### src/rtl/cfgstat_pkg.sv
package cfgstat_pkg;
  localparam int REG_W     = 16;
  localparam int BYTE_W    = 8;
  localparam int BE_W      = REG_W / BYTE_W;
  localparam int NUM_FLAGS = 6;

  // Flag slots: 0 parity, 1 system error, 2 master abort rx,
  // 3 target abort rx, 4 target abort tx, 5 data parity (master)
  localparam int FLAG_POS [NUM_FLAGS] = '{15, 14, 13, 12, 11, 8};

  // Constant part of the word: timing code 01 at 10:9, capability bit 4
  localparam logic [REG_W-1:0] FIXED_VAL = 16'h0210;

  typedef logic [NUM_FLAGS-1:0] flag_vec_t;
endpackage

### src/rtl/cfgstat_qualify.sv
module cfgstat_qualify
  import cfgstat_pkg::*;
(
  input  logic      ev_parity,
  input  logic      ev_serr,
  input  logic      ev_mabort_rx,
  input  logic      ev_tabort_rx,
  input  logic      ev_tabort_tx,
  input  logic      ev_perr,
  input  logic      serr_en,
  input  logic      perr_resp_en,
  input  logic      bus_master,
  output flag_vec_t set_vec
);
  always_comb begin
    set_vec    = '0;
    set_vec[0] = ev_parity;
    set_vec[1] = ev_serr & serr_en;
    set_vec[2] = ev_mabort_rx;
    set_vec[3] = ev_tabort_rx;
    set_vec[4] = ev_tabort_tx;
    set_vec[5] = ev_perr & bus_master & perr_resp_en;
  end
endmodule

### src/rtl/cfgstat_clear.sv
module cfgstat_clear
  import cfgstat_pkg::*;
(
  input  logic             wr_en,
  input  logic [REG_W-1:0] wr_data,
  input  logic [BE_W-1:0]  wr_be,
  output flag_vec_t        clr_vec
);
  // Some data bits and byte lanes carry no flag
  logic unused_wr;
  assign unused_wr = &{1'b0, wr_data, wr_be};

  for (genvar i = 0; i < NUM_FLAGS; i++) begin : g_clr
    localparam int POS  = FLAG_POS[i];
    localparam int LANE = POS / BYTE_W;
    assign clr_vec[i] = wr_en & wr_be[LANE] & wr_data[POS];
  end
endmodule

### src/rtl/cfgstat_flag.sv
module cfgstat_flag (
  input  logic clk,
  input  logic rst_n,
  input  logic set_i,
  input  logic clr_i,
  output logic q_o
);
  logic upd;
  logic nxt;

  // Set takes priority over a simultaneous clear
  always_comb begin
    upd = set_i | clr_i;
    nxt = set_i;
  end

  always_ff @(posedge clk or negedge rst_n) begin
    if (!rst_n)   q_o <= 1'b0;
    else if (upd) q_o <= nxt;
  end
endmodule

### src/rtl/cfgstat_top.sv
module cfgstat_top
  import cfgstat_pkg::*;
(
  input  logic             clk,
  input  logic             rst_n,
  input  logic             ev_parity,
  input  logic             ev_serr,
  input  logic             ev_mabort_rx,
  input  logic             ev_tabort_rx,
  input  logic             ev_tabort_tx,
  input  logic             ev_perr,
  input  logic             serr_en,
  input  logic             perr_resp_en,
  input  logic             bus_master,
  input  logic             wr_en,
  input  logic [REG_W-1:0] wr_data,
  input  logic [BE_W-1:0]  wr_be,
  output logic [REG_W-1:0] rd_data
);
  flag_vec_t set_vec;
  flag_vec_t clr_vec;
  flag_vec_t flag_q;

  cfgstat_qualify u_qual (
    .ev_parity    (ev_parity),
    .ev_serr      (ev_serr),
    .ev_mabort_rx (ev_mabort_rx),
    .ev_tabort_rx (ev_tabort_rx),
    .ev_tabort_tx (ev_tabort_tx),
    .ev_perr      (ev_perr),
    .serr_en      (serr_en),
    .perr_resp_en (perr_resp_en),
    .bus_master   (bus_master),
    .set_vec      (set_vec)
  );

  cfgstat_clear u_clr (
    .wr_en   (wr_en),
    .wr_data (wr_data),
    .wr_be   (wr_be),
    .clr_vec (clr_vec)
  );

  for (genvar i = 0; i < NUM_FLAGS; i++) begin : g_flag
    cfgstat_flag u_flag (
      .clk   (clk),
      .rst_n (rst_n),
      .set_i (set_vec[i]),
      .clr_i (clr_vec[i]),
      .q_o   (flag_q[i])
    );
  end

  always_comb begin
    rd_data = FIXED_VAL;
    for (int i = 0; i < NUM_FLAGS; i++) begin
      rd_data[FLAG_POS[i]] = flag_q[i];
    end
  end
endmodule

### config.mk
export PLATFORM = sky130hd
export DESIGN_NAME = cfgstat_top
export DESIGN_NICKNAME = d
export VERILOG_FILES = /design/src/rtl/cfgstat_pkg.sv /design/src/rtl/cfgstat_qualify.sv /design/src/rtl/cfgstat_clear.sv /design/src/rtl/cfgstat_flag.sv /design/src/rtl/cfgstat_top.sv
export SDC_FILE = /design/constraint.sdc
export NUM_CORES = 1
export LEC_CHECK = 0
export BUFFER_PORTS_ARGS = -buffer_cell sky130_fd_sc_hd__buf_4
export CORE_MARGIN = 4
export CORE_UTILIZATION = 26
export DETAILED_ROUTE_END_ITERATION = 8
export PLACE_DENSITY = 0.71
export SYNTH_ARGS = -nofsm -noshare
export SYNTH_HDL_FRONTEND = slang
export SYNTH_SLANG_ARGS = --single-unit
### constraint.sdc
create_clock -name clk -period 0.8 [get_ports clk]
set_input_delay 0.16 -clock clk [delete_from_list [all_inputs] [get_ports clk]]
set_output_delay 0.16 -clock clk [all_outputs]
set_load 0.01 [all_outputs]
# == Yosys cells after proc, flatten, opt, wreduce, memory -nomap -nowiden ==
# Cells that the tools add are included.
# word_totals
register_bits,6
word_cells,22
# op_classes
bitwise,16
# op_table
operator,count
$and A1 B1 Y1,10
$or A1 B1 Y1,6

# == Longest topological paths before layout ==
# Gate-level depths: netlist (run 1).
# logic_depth
ltp_word,3
mapped_depth,2

# == By module ==
# Synthesis (run 1) repeated with hierarchy kept, for this count alone.
# unflattened
hier_cells,42
area_unflattened_um2,380.4
# modules_own_cells
module,instances,cells_per_inst,area_each_um2
cfgstat_flag,6,3,36.3
cfgstat_top,1,12,82.6
cfgstat_qualify,1,6,42.5
cfgstat_clear,1,6,37.5

# == Least setup slack after synthesis (run 1) ==
# OpenSTA, ideal clock, no wires.
# synth_timing
path_kind,register to register
start,"reg, netlist name g_flag[5].u_flag.q_o"
end,reg g_flag[5].u_flag.q_o
setup_ns,0.122
arrival_ns,0.538
slack_ns,0.140
stages_incl_launch_ff,2
period_less_slack_ns,0.660
cell_sequence,dfrtp_1 a32o_1
# synth_lines
item,line,rtl
"end signal, assigned",cfgstat_flag.sv:19,else if (upd) q_o <= nxt;
"end, declared",cfgstat_flag.sv:6,output logic q_o

# == Final worst setup path (run 1) ==
# layout_timing
start,reg g_flag[5].u_flag.q_o
end,out rd_data[8]
# layout_lines
item,line,rtl
"end, declared",cfgstat_top.sv:18,output logic [REG_W-1:0] rd_data
# No word-level cell between the ends.

==> flow_summary.yaml, run 1 <==
timing:
  finalHoldViolCount: 0
  setup_viol: 6
  period_needed_ns: 0.911
  finalWorstSetupSlack_ns: -0.111
  clock_skew_ns: 0
  fmax_ghz: 1.10
  maxSlewViolCount: 0
  rsz0062_at_grt: "true"
  timing.final.crit_share: 1.14
routing:
  ant_nets: 0
  vias: 288
  routed_wl_um: 757
  dr.first_iter.drc_count: 0
  drc_errors: 0
  vias_per_cell: 3.89
  wire_per_inst_um: 10.2
  firstDrtPassIters: 1
placed_design:
  io_buffers: 24
  hpwlAfterDp_um: 641
  placed_cells_incl_taps: 67
  post-place-ws_ns: 0.0992
  routabilityCongestion: 0.639
clock_tree:
  root_buffer: "clkbuf_4"
  path_clk_slew_ns: 0.04
  cts_sinks: 6
  htree_levels: 1
  insertion_delay_ns: 0.24
  cts.path.max_buffers: 2
  numCtsBuffers: 3
  tritoncts: "done"
pwr:
  powerDensity_mw_per_mm2: 1530
  leakage_nw: 0.272
  clkPwrFrac: 0.328
  p_sw_w: 0.000199
  p_seq_frac: 0.416
  power_frac_comb: 0.256
  power_w: 0.000831
  internal-power_w: 0.000632
  ir_drop_mv: 0.627
  power_switching_share: 0.240
worst_setup_path:
  crit_cells: 1
  ff2ff_path_depth: 2
  worst_ep_arrival_time_ns: 0.75
  cp_cell_sequence: "buf_6"
  slowest_stage: "dfrtp_1"
  cpLargestDelayFamily: "flip-flops"
  critPathMaxStageDelay_ns: 0.39
  start_kind: "register"
  required_ns: 0.64
  critPathKind: "register to output port"
  critPathBufInv: 1
  crit_fanout: 2
  worstSetupEndpointType: "output port"
synth:
  synth-seq-cells: 6
  synthesis.area_um2: 357
  yosysWarnings: 0
  syn_area_per_cell_um2: 9.91
  synth-seq-area-share: 0.421
  yosys.cell_types.count: 7
  synthCells: 36
run_status:
  status: "finished with violations"
  violations: "negative setup slack"
floorplan:
  rows: 13
  core_mm2: 0.00130
  start_util: 0.274
  dieHeight_um: 45.0
  io-pin-count: 46
  die_area_mm2: 0.00203
  fp.dieW_um: 45.0
layout:
  drive_gt1_frac: 0.508
  diodes: 0
  fillers: 137
  syn_to_final_growth_pct: 52.3
  stdcell_count: 74
  reg_top3: "g_flag.u_flag.q_o x6"
  largest_reg_flops: 6
  final_net_count: 91
  fin_util: 0.417
  top_register: "g_flag.u_flag.q_o"
grt:
  grt_max_degree: 7
  grtUsageTotal: 0.0820
  gr-total-overflow: 0
  grt_pass1_vias: 268
  antenna_found_initial: 0
  grt_pass1_wl_um: 1080
flow_run:
  maxCapViolations: 0
worst_hold_path:
  whs_path_depth: 2
  hold_path_class: "input port to register"
[per-layer routing]
metal | global-route usage | vias to the layer above | share of wire
li1 | - | 141 | -
met1 | 0.0907 | 122 | 0.38
met2 | 0.107 | 25 | 0.43
met3 | 0.0518 | 0 | 0.18
met4 | 0.0702 | 0 | 0
met5 | 0 | - | 0
[kinds of logic after synthesis]
kind of cell,share of synthesized area
buf+inv,0.337
compound gates,0.137
flops,0.421
simple gates,0.0842
other cells,0.0211
[placed cells by master, fill, tap and decap left out]
cell type       n
dfrtp_1         6
clkbuf_4        3
nand3_1         6
conb_1         10
a21o_1          4
a32o_1          1
a22o_1          1
dlygate4sd3_1   1
buf_4          21
buf_6           6
[final cells by class]
class	instances	area [µm²]	share of cell area
tap	15	18.8	0.0346
clock buffer	3	22.5	0.0415
sequential	6	150	0.276
multi-input combinational	22	116	0.214
timing repair buffer	28	235	0.433
[Yosys cell counts]
library cell	count	area (µm²)
buf_4	16	120
dfrtp_1	6	150
nand3_1	6	30.0
a21o_1	4	30.0
conb_1	2	7.51
a22o_1	1	8.76
a32o_1	1	10.0
[final timing paths]
| path | startpoint | to | slack, ns |
|---|---|---|---|
| worst max-delay path | g_flag[5].u_flag.q_o | rd_data[8] | -0.11 |
| worst min-delay path | ev_tabort_rx | g_flag[3].u_flag.q_o | 0.1 |
| worst max register to register | g_flag[1].u_flag.q_o | g_flag[1].u_flag.q_o | 0.01 |
| worst min register to register | g_flag[4].u_flag.q_o | g_flag[4].u_flag.q_o | 0.50 |
| max in group asynchronous | rst_n | g_flag[5].u_flag.q_o | 0.42 |
| min in group asynchronous | rst_n | g_flag[2].u_flag.q_o | 0.27 |
[per-stage QoR]
step                hold WS (ns)  setup TNS [ns]  area (µm²)
floorplan                 -0.136               0         387
global placement         -0.0299               0         465
detailed placement       -0.0265               0         465
CTS                       0.0937          -0.695         543
global route              0.0855          -0.821         543
finish                    0.0998          -0.620         543
[repair_timing]
item | 4_1_cts | 5_1_grt
hold endpoints to repair | 6 | 0
buffers inserted | 3 | 0
pin swaps | 1 | 0
hold buffers | 1 | 0
resized for setup | 6 | 0
endpoints found under the setup margin | 6 | 8
[power by group through the flow]
| stage | clock, W | combinational [W] | sequential [W] |
|---|---|---|---|
| after floorplan | 0 | 0.000130 | 0.000343 |
| after global placement | 0 | 0.000178 | 0.000346 |
| after detailed placement | 0 | 0.000182 | 0.000345 |
| after CTS | 0.000290 | 0.000216 | 0.000346 |
| after global routing | 0.000312 | 0.000232 | 0.000347 |
| final | 0.000272 | 0.000213 | 0.000346 |
Note: power is estimated with default switching activity, not from simulation.
==> run 2, diff against run 1 <==
- BUFFER_PORTS_ARGS: -buffer_cell sky130_fd_sc_hd__buf_4 -> default
- CORE_AREA: default -> 4 4 41 43
- CORE_MARGIN: 4 -> default
- CORE_UTILIZATION: 26 -> default
- DIE_AREA: default -> 0 0 45 47
- DONT_BUFFER_PORTS: default -> 1
- PLACE_DENSITY: 0.71 -> default
==> run 2 against run 1 <==
The flow still finishes with violations (negative setup slack). Utilization decreased by 13 points. Via count decreased by 22%. Clock-buffer cell count unchanged. Non-clock buffer count decreased by 21. Clock skew unchanged. Largest cell class is now flip-flops and latches. Setup slack improved by 0.0068 ns. Final area decreased by 30%. Routed wire length decreased by 4.9%. Critical path depth unchanged.
==> flow_summary.yaml, run 2 (synthesis gave the netlist of run 1 again) <==
run_status:
  status: "finished with violations"
  violations: "negative setup slack"
layout:
  largest_reg_flops: 6
  finalInstanceArea_um2: 378
  final_net_count: 70
  reg_top3: "g_flag.u_flag.q_o x6"
  diodes: 0
  top_register: "g_flag.u_flag.q_o"
  layout.cells.most_common: "conb_1"
  multi_input_comb_area_um2: 116
  most-common-layout-cells: "conb_1 (10), nand3_1 (6), dfrtp_1 (6)"
  drive_gt1_frac: 0.158
  fillers: 148
  syn_to_final_growth_pct: 5.96
  seqCellArea_um2: 150
clock_tree:
  root_buffer: "clkbuf_4"
  cts.path.max_buffers: 2
  tritoncts: "done"
  htree_levels: 1
  insertion_delay_ns: 0.24
  numCtsBuffers: 3
  path_clk_slew_ns: 0.04
  cts_sinks: 6
worst_setup_path:
  crit_cells: 1
  worstSetupEndpointType: "output port"
  critPathBufInv: 1
  start_kind: "register"
  regToRegStartpoint: "g_flag[1].u_flag.q_o"
  crit_fanout: 2
  critPathKind: "register to output port"
  rrSetupSlack_ns: 0
  slowest_stage: "dfrtp_1"
  r2r_end: "g_flag[1].u_flag.q_o"
  cp_cell_sequence: "buf_6"
  critPathMaxStageDelay_ns: 0.38
  critPathCapture: "rd_data[8]"
  worst_ep_arrival_time_ns: 0.74
  setup.worst_path.start: "g_flag[5].u_flag.q_o"
  ff2ff_path_depth: 2
  required_ns: 0.64
  cpLargestDelayFamily: "flip-flops"
floorplan:
  fp.dieW_um: 45
  start_util: 0.274
  dieHeight_um: 47
  io-pin-count: 46
  rows: 13
  core_mm2: 0.00130
  die_area_mm2: 0.00212
grt:
  grt_pass1_wl_um: 938
  antenna_found_initial: 0
  gr-total-overflow: 0
  grtUsageTotal: 0.0690
  grt_max_degree: 7
  grt_pass1_vias: 213
routing:
  wire_per_inst_um: 13.6
  ant_nets: 0
  dr.first_iter.drc_count: 0
  drc_errors: 0
  vias: 226
  routed_wl_um: 720
  firstDrtPassIters: 1
  vias_per_cell: 4.26
worst_hold_path:
  hold_path_class: "input port to register"
placed_design:
  post-place-ws_ns: 0.110
  placed_cell_area_um2: 300
  io_buffers: 0
  routabilityCongestion: 0.586
timing:
  timing.final.crit_share: 1.13
  maxSlewViolCount: 0
  clock_skew_ns: 0
  setup_viol: 6
  finalWorstSetupSlack_ns: -0.105
  period_needed_ns: 0.905
  finalHoldViolCount: 0
  rsz0062_at_grt: "true"
  fmax_ghz: 1.11
pwr:
  ir_drop_mv: 0.901
  leakage_nw: 0.166
  powerDensity_mw_per_mm2: 1950
flow_run:
  maxCapViolations: 0
==> run 2: changes by cell type in the layout (fill, tap and decap cells not counted), sizes merged <==
cell	previous run	this run
buf	27	3
dlygate4sd3	1	4
==> run 2: power by group <==
group	internal, W	switching [W]
combinational	0.0000644	0.0000516
sequential	0.000329	0.0000221
clock	0.000169	0.000102
==> run 2: what timing repair did <==
| action | CTS | global route |
|---|---|---|
| hold buffers | 3 | 1 |
| endpoints found under the setup margin | 6 | 6 |
| resized for setup | 2 | 0 |
| setup buffers | 0 | 1 |
| hold endpoints to repair | 8 | 1 |
| pin swaps | 0 | 1 |
==> run 2: per-stage QoR <==
stage | power, W | utilization | instances | TNS, ns | hold slack [ns]
after floorplan | 0.000473 | - | 44 | 0 | -0.136
after global placement | 0.000430 | 0.231 | 45 | 0 | -0.135
after detailed placement | 0.000431 | 0.231 | 45 | 0 | -0.135
after CTS | 0.000752 | 0.277 | 51 | -0.348 | 0.00107
after global routing | 0.000787 | 0.290 | 53 | -0.437 | 0.00191
final | 0.000738 | 0.290 | 53 | -0.251 | 0.0129
==> run 2: cell type report <==
cell class	count	area share
clock buffer	3	0.0596
multi-input combinational	22	0.308
sequential	6	0.397
tap	15	0.0497
timing repair buffer	7	0.185
==> run 2: routing by layer <==
metal / up-vias / global-route usage / wire length, µm
met5: - / 0 / 0
met4: 0 / 0.0175 / 0
met3: 0 / 0.0920 / 153
met2: 21 / 0.105 / 321
met1: 104 / 0.0529 / 245
li1: 101 / - / -
==> run 2: how the worst min path moves through the flow <==
stage,from,to,slack [ns],cells past startpoint
5_1_grt,ev_tabort_rx,g_flag[3].u_flag.q_o,0.002,1
6_report,ev_tabort_rx,g_flag[3].u_flag.q_o,0.01,1
3_3_place_gp,rst_n,g_flag[1].u_flag.q_o,-0.14,0
3_5_place_dp,rst_n,g_flag[1].u_flag.q_o,-0.14,0
4_1_cts,ev_tabort_tx,g_flag[4].u_flag.q_o,0.001,1
2_1_floorplan,rst_n,g_flag[0].u_flag.q_o,-0.14,0
==> run 3, diff against run 2 <==
--- a/config.mk
+++ b/config.mk
@@ -10,4 +10,5 @@
 export DIE_AREA = 0 0 45 47
 export DONT_BUFFER_PORTS = 1
+export MAX_ROUTING_LAYER = met4
 export SYNTH_ARGS = -nofsm -noshare
 export SYNTH_HDL_FRONTEND = slang
==> constraint.sdc (replaced) <==
create_clock -name clk -period 0.8 [get_ports clk]
set_input_delay 0.12 -clock clk [delete_from_list [all_inputs] [get_ports clk]]
set_output_delay 0.12 -clock clk [all_outputs]
set_load 0.01 [all_outputs]
==> run 3 against run 2 <==
The run still ends with negative setup slack left. Sequential share of layout area shrank 5.4 points. Clock-buffer cell count unchanged. Die area did not move. Fmax rose by 3.8%. Combinational power grew 28%. Via count is 8.4% higher. Setup slack improved by 0.033 ns. Clock power is essentially flat. Utilization rose by 4.5 points.
==> flow_summary.yaml, run 3 (synthesis gave the netlist of run 1 again) <==
routing:
  vias_per_cell: 4.15
  ant_nets: 0
  routed_wl_um: 757
  firstDrtPassIters: 2
  wire_per_inst_um: 12.8
  drc_errors: 0
  dr.first_iter.drc_count: 2
  vias: 245
layout:
  top_register: "g_flag.u_flag.q_o"
  seqCellArea_um2: 150
  drive_gt1_frac: 0.250
  largest_reg_flops: 6
  reg_top3: "g_flag.u_flag.q_o x6"
  multi_input_comb_area_um2: 116
  diodes: 0
  finalInstanceArea_um2: 437
  fillers: 141
  fin_util: 0.336
  syn_to_final_growth_pct: 22.5
  layout.cells.most_common: "conb_1"
  final_net_count: 76
  most-common-layout-cells: "conb_1 (10), nand3_1 (6), dfrtp_1 (6)"
flow_run:
  maxCapViolations: 0
grt:
  gr-total-overflow: 0
  grt_pass1_vias: 236
  grtUsageTotal: 0.0876
  grt_max_degree: 7
  grt_pass1_wl_um: 1150
  antenna_found_initial: 0
clock_tree:
  insertion_delay_ns: 0.24
  cts_sinks: 6
  cts.path.max_buffers: 2
  tritoncts: "done"
  numCtsBuffers: 3
  root_buffer: "clkbuf_4"
  htree_levels: 1
  path_clk_slew_ns: 0.04
timing:
  setup_viol: 5
  clock_skew_ns: 0
  fmax_ghz: 1.15
  finalWorstSetupSlack_ns: -0.0715
  timing.final.crit_share: 1.09
  finalHoldViolCount: 0
  period_needed_ns: 0.872
  fin_tns_setup_ns: -0.309
  finalHoldWorstSlack_ns: 0.0354
  rsz0062_at_grt: "true"
  maxSlewViolCount: 0
worst_setup_path:
  critPathBufInv: 1
  critPathMaxStageDelay_ns: 0.39
  start_kind: "register"
  cpLargestDelayFamily: "flip-flops"
  cp_cell_sequence: "buf_6"
  worstSetupEndpointType: "output port"
  critPathKind: "register to output port"
  required_ns: 0.68
  slowest_stage: "dfrtp_1"
  crit_fanout: 2
  worst_ep_arrival_time_ns: 0.75
worst_hold_path:
  hold_path_class: "input port to register"
placed_design:
  placed_cell_area_um2: 323
  io_buffers: 0
  routabilityCongestion: 0.589
floorplan:
  start_util: 0.274
  dieHeight_um: 47
  rows: 13
  die_area_mm2: 0.00212
  io-pin-count: 46
  fp.dieW_um: 45
  core_mm2: 0.00130
run_status:
  status: "finished with violations"
  violations: "negative setup slack"
pwr:
  powerDensity_mw_per_mm2: 1750
  power_w: 0.000764
  ir_drop_mv: 0.624
  leakage_nw: 0.196
run 3: cell count changes in the layout (fill, tap and decap cells not counted):
cell           delta
buf_6             +3
dlygate4sd3_1     +1
buf_4             +2
run 3: what timing repair did:
action                     in CTS  in global routing
gates resized for setup         5                  0
pin swaps                       0                  1
hold buffers                    5                  0
setup buffers                   2                  1
hold endpoints to repair       10                  0
setup endpoints to repair       5                  6
run 3: report_power, final:
group,internal [W],total [W],switching (W)
Sequential,0.000329,0.000346,0.0000174
Clock,0.000169,0.000269,0.000100
Combinational,0.0000875,0.000149,0.0000611
Total,0.000586,0.000764,0.000179
run 3: worst paths after layout:
kind                                 startpoint                    to  slack [ns]  cells past startpoint
setup reg to reg           g_flag[1].u_flag.q_o  g_flag[1].u_flag.q_o           0                      2
min in group asynchronous                 rst_n  g_flag[1].u_flag.q_o        0.20                      1
hold / removal                          serr_en  g_flag[1].u_flag.q_o        0.04                      1
hold reg to reg            g_flag[4].u_flag.q_o  g_flag[4].u_flag.q_o        0.51                      1
max in group asynchronous                 rst_n  g_flag[3].u_flag.q_o        0.37                      1
setup / recovery           g_flag[4].u_flag.q_o           rd_data[11]       -0.07                      1
run 3: routing by layer:
metal,track usage,wire [µm]
met2,0.121,359
met3,0.0728,127
met1,0.0828,271
met4,0.0526,0
met5,-,0
run 3: layout make-up:
class,instances,share of cell area
Timing Repair Buffer,13,0.295
Clock buffer,3,0.0516
Tap cell,15,0.0430
Sequential cell,6,0.344
Multi-Input combinational cell,22,0.266
run 3: through the flow:
step	setup WS, ns	instances
floorplan	0.140	44
global placement	0.123	48
detailed placement	0.112	48
CTS	-0.0850	58
global route	-0.120	59
finish	-0.0715	59
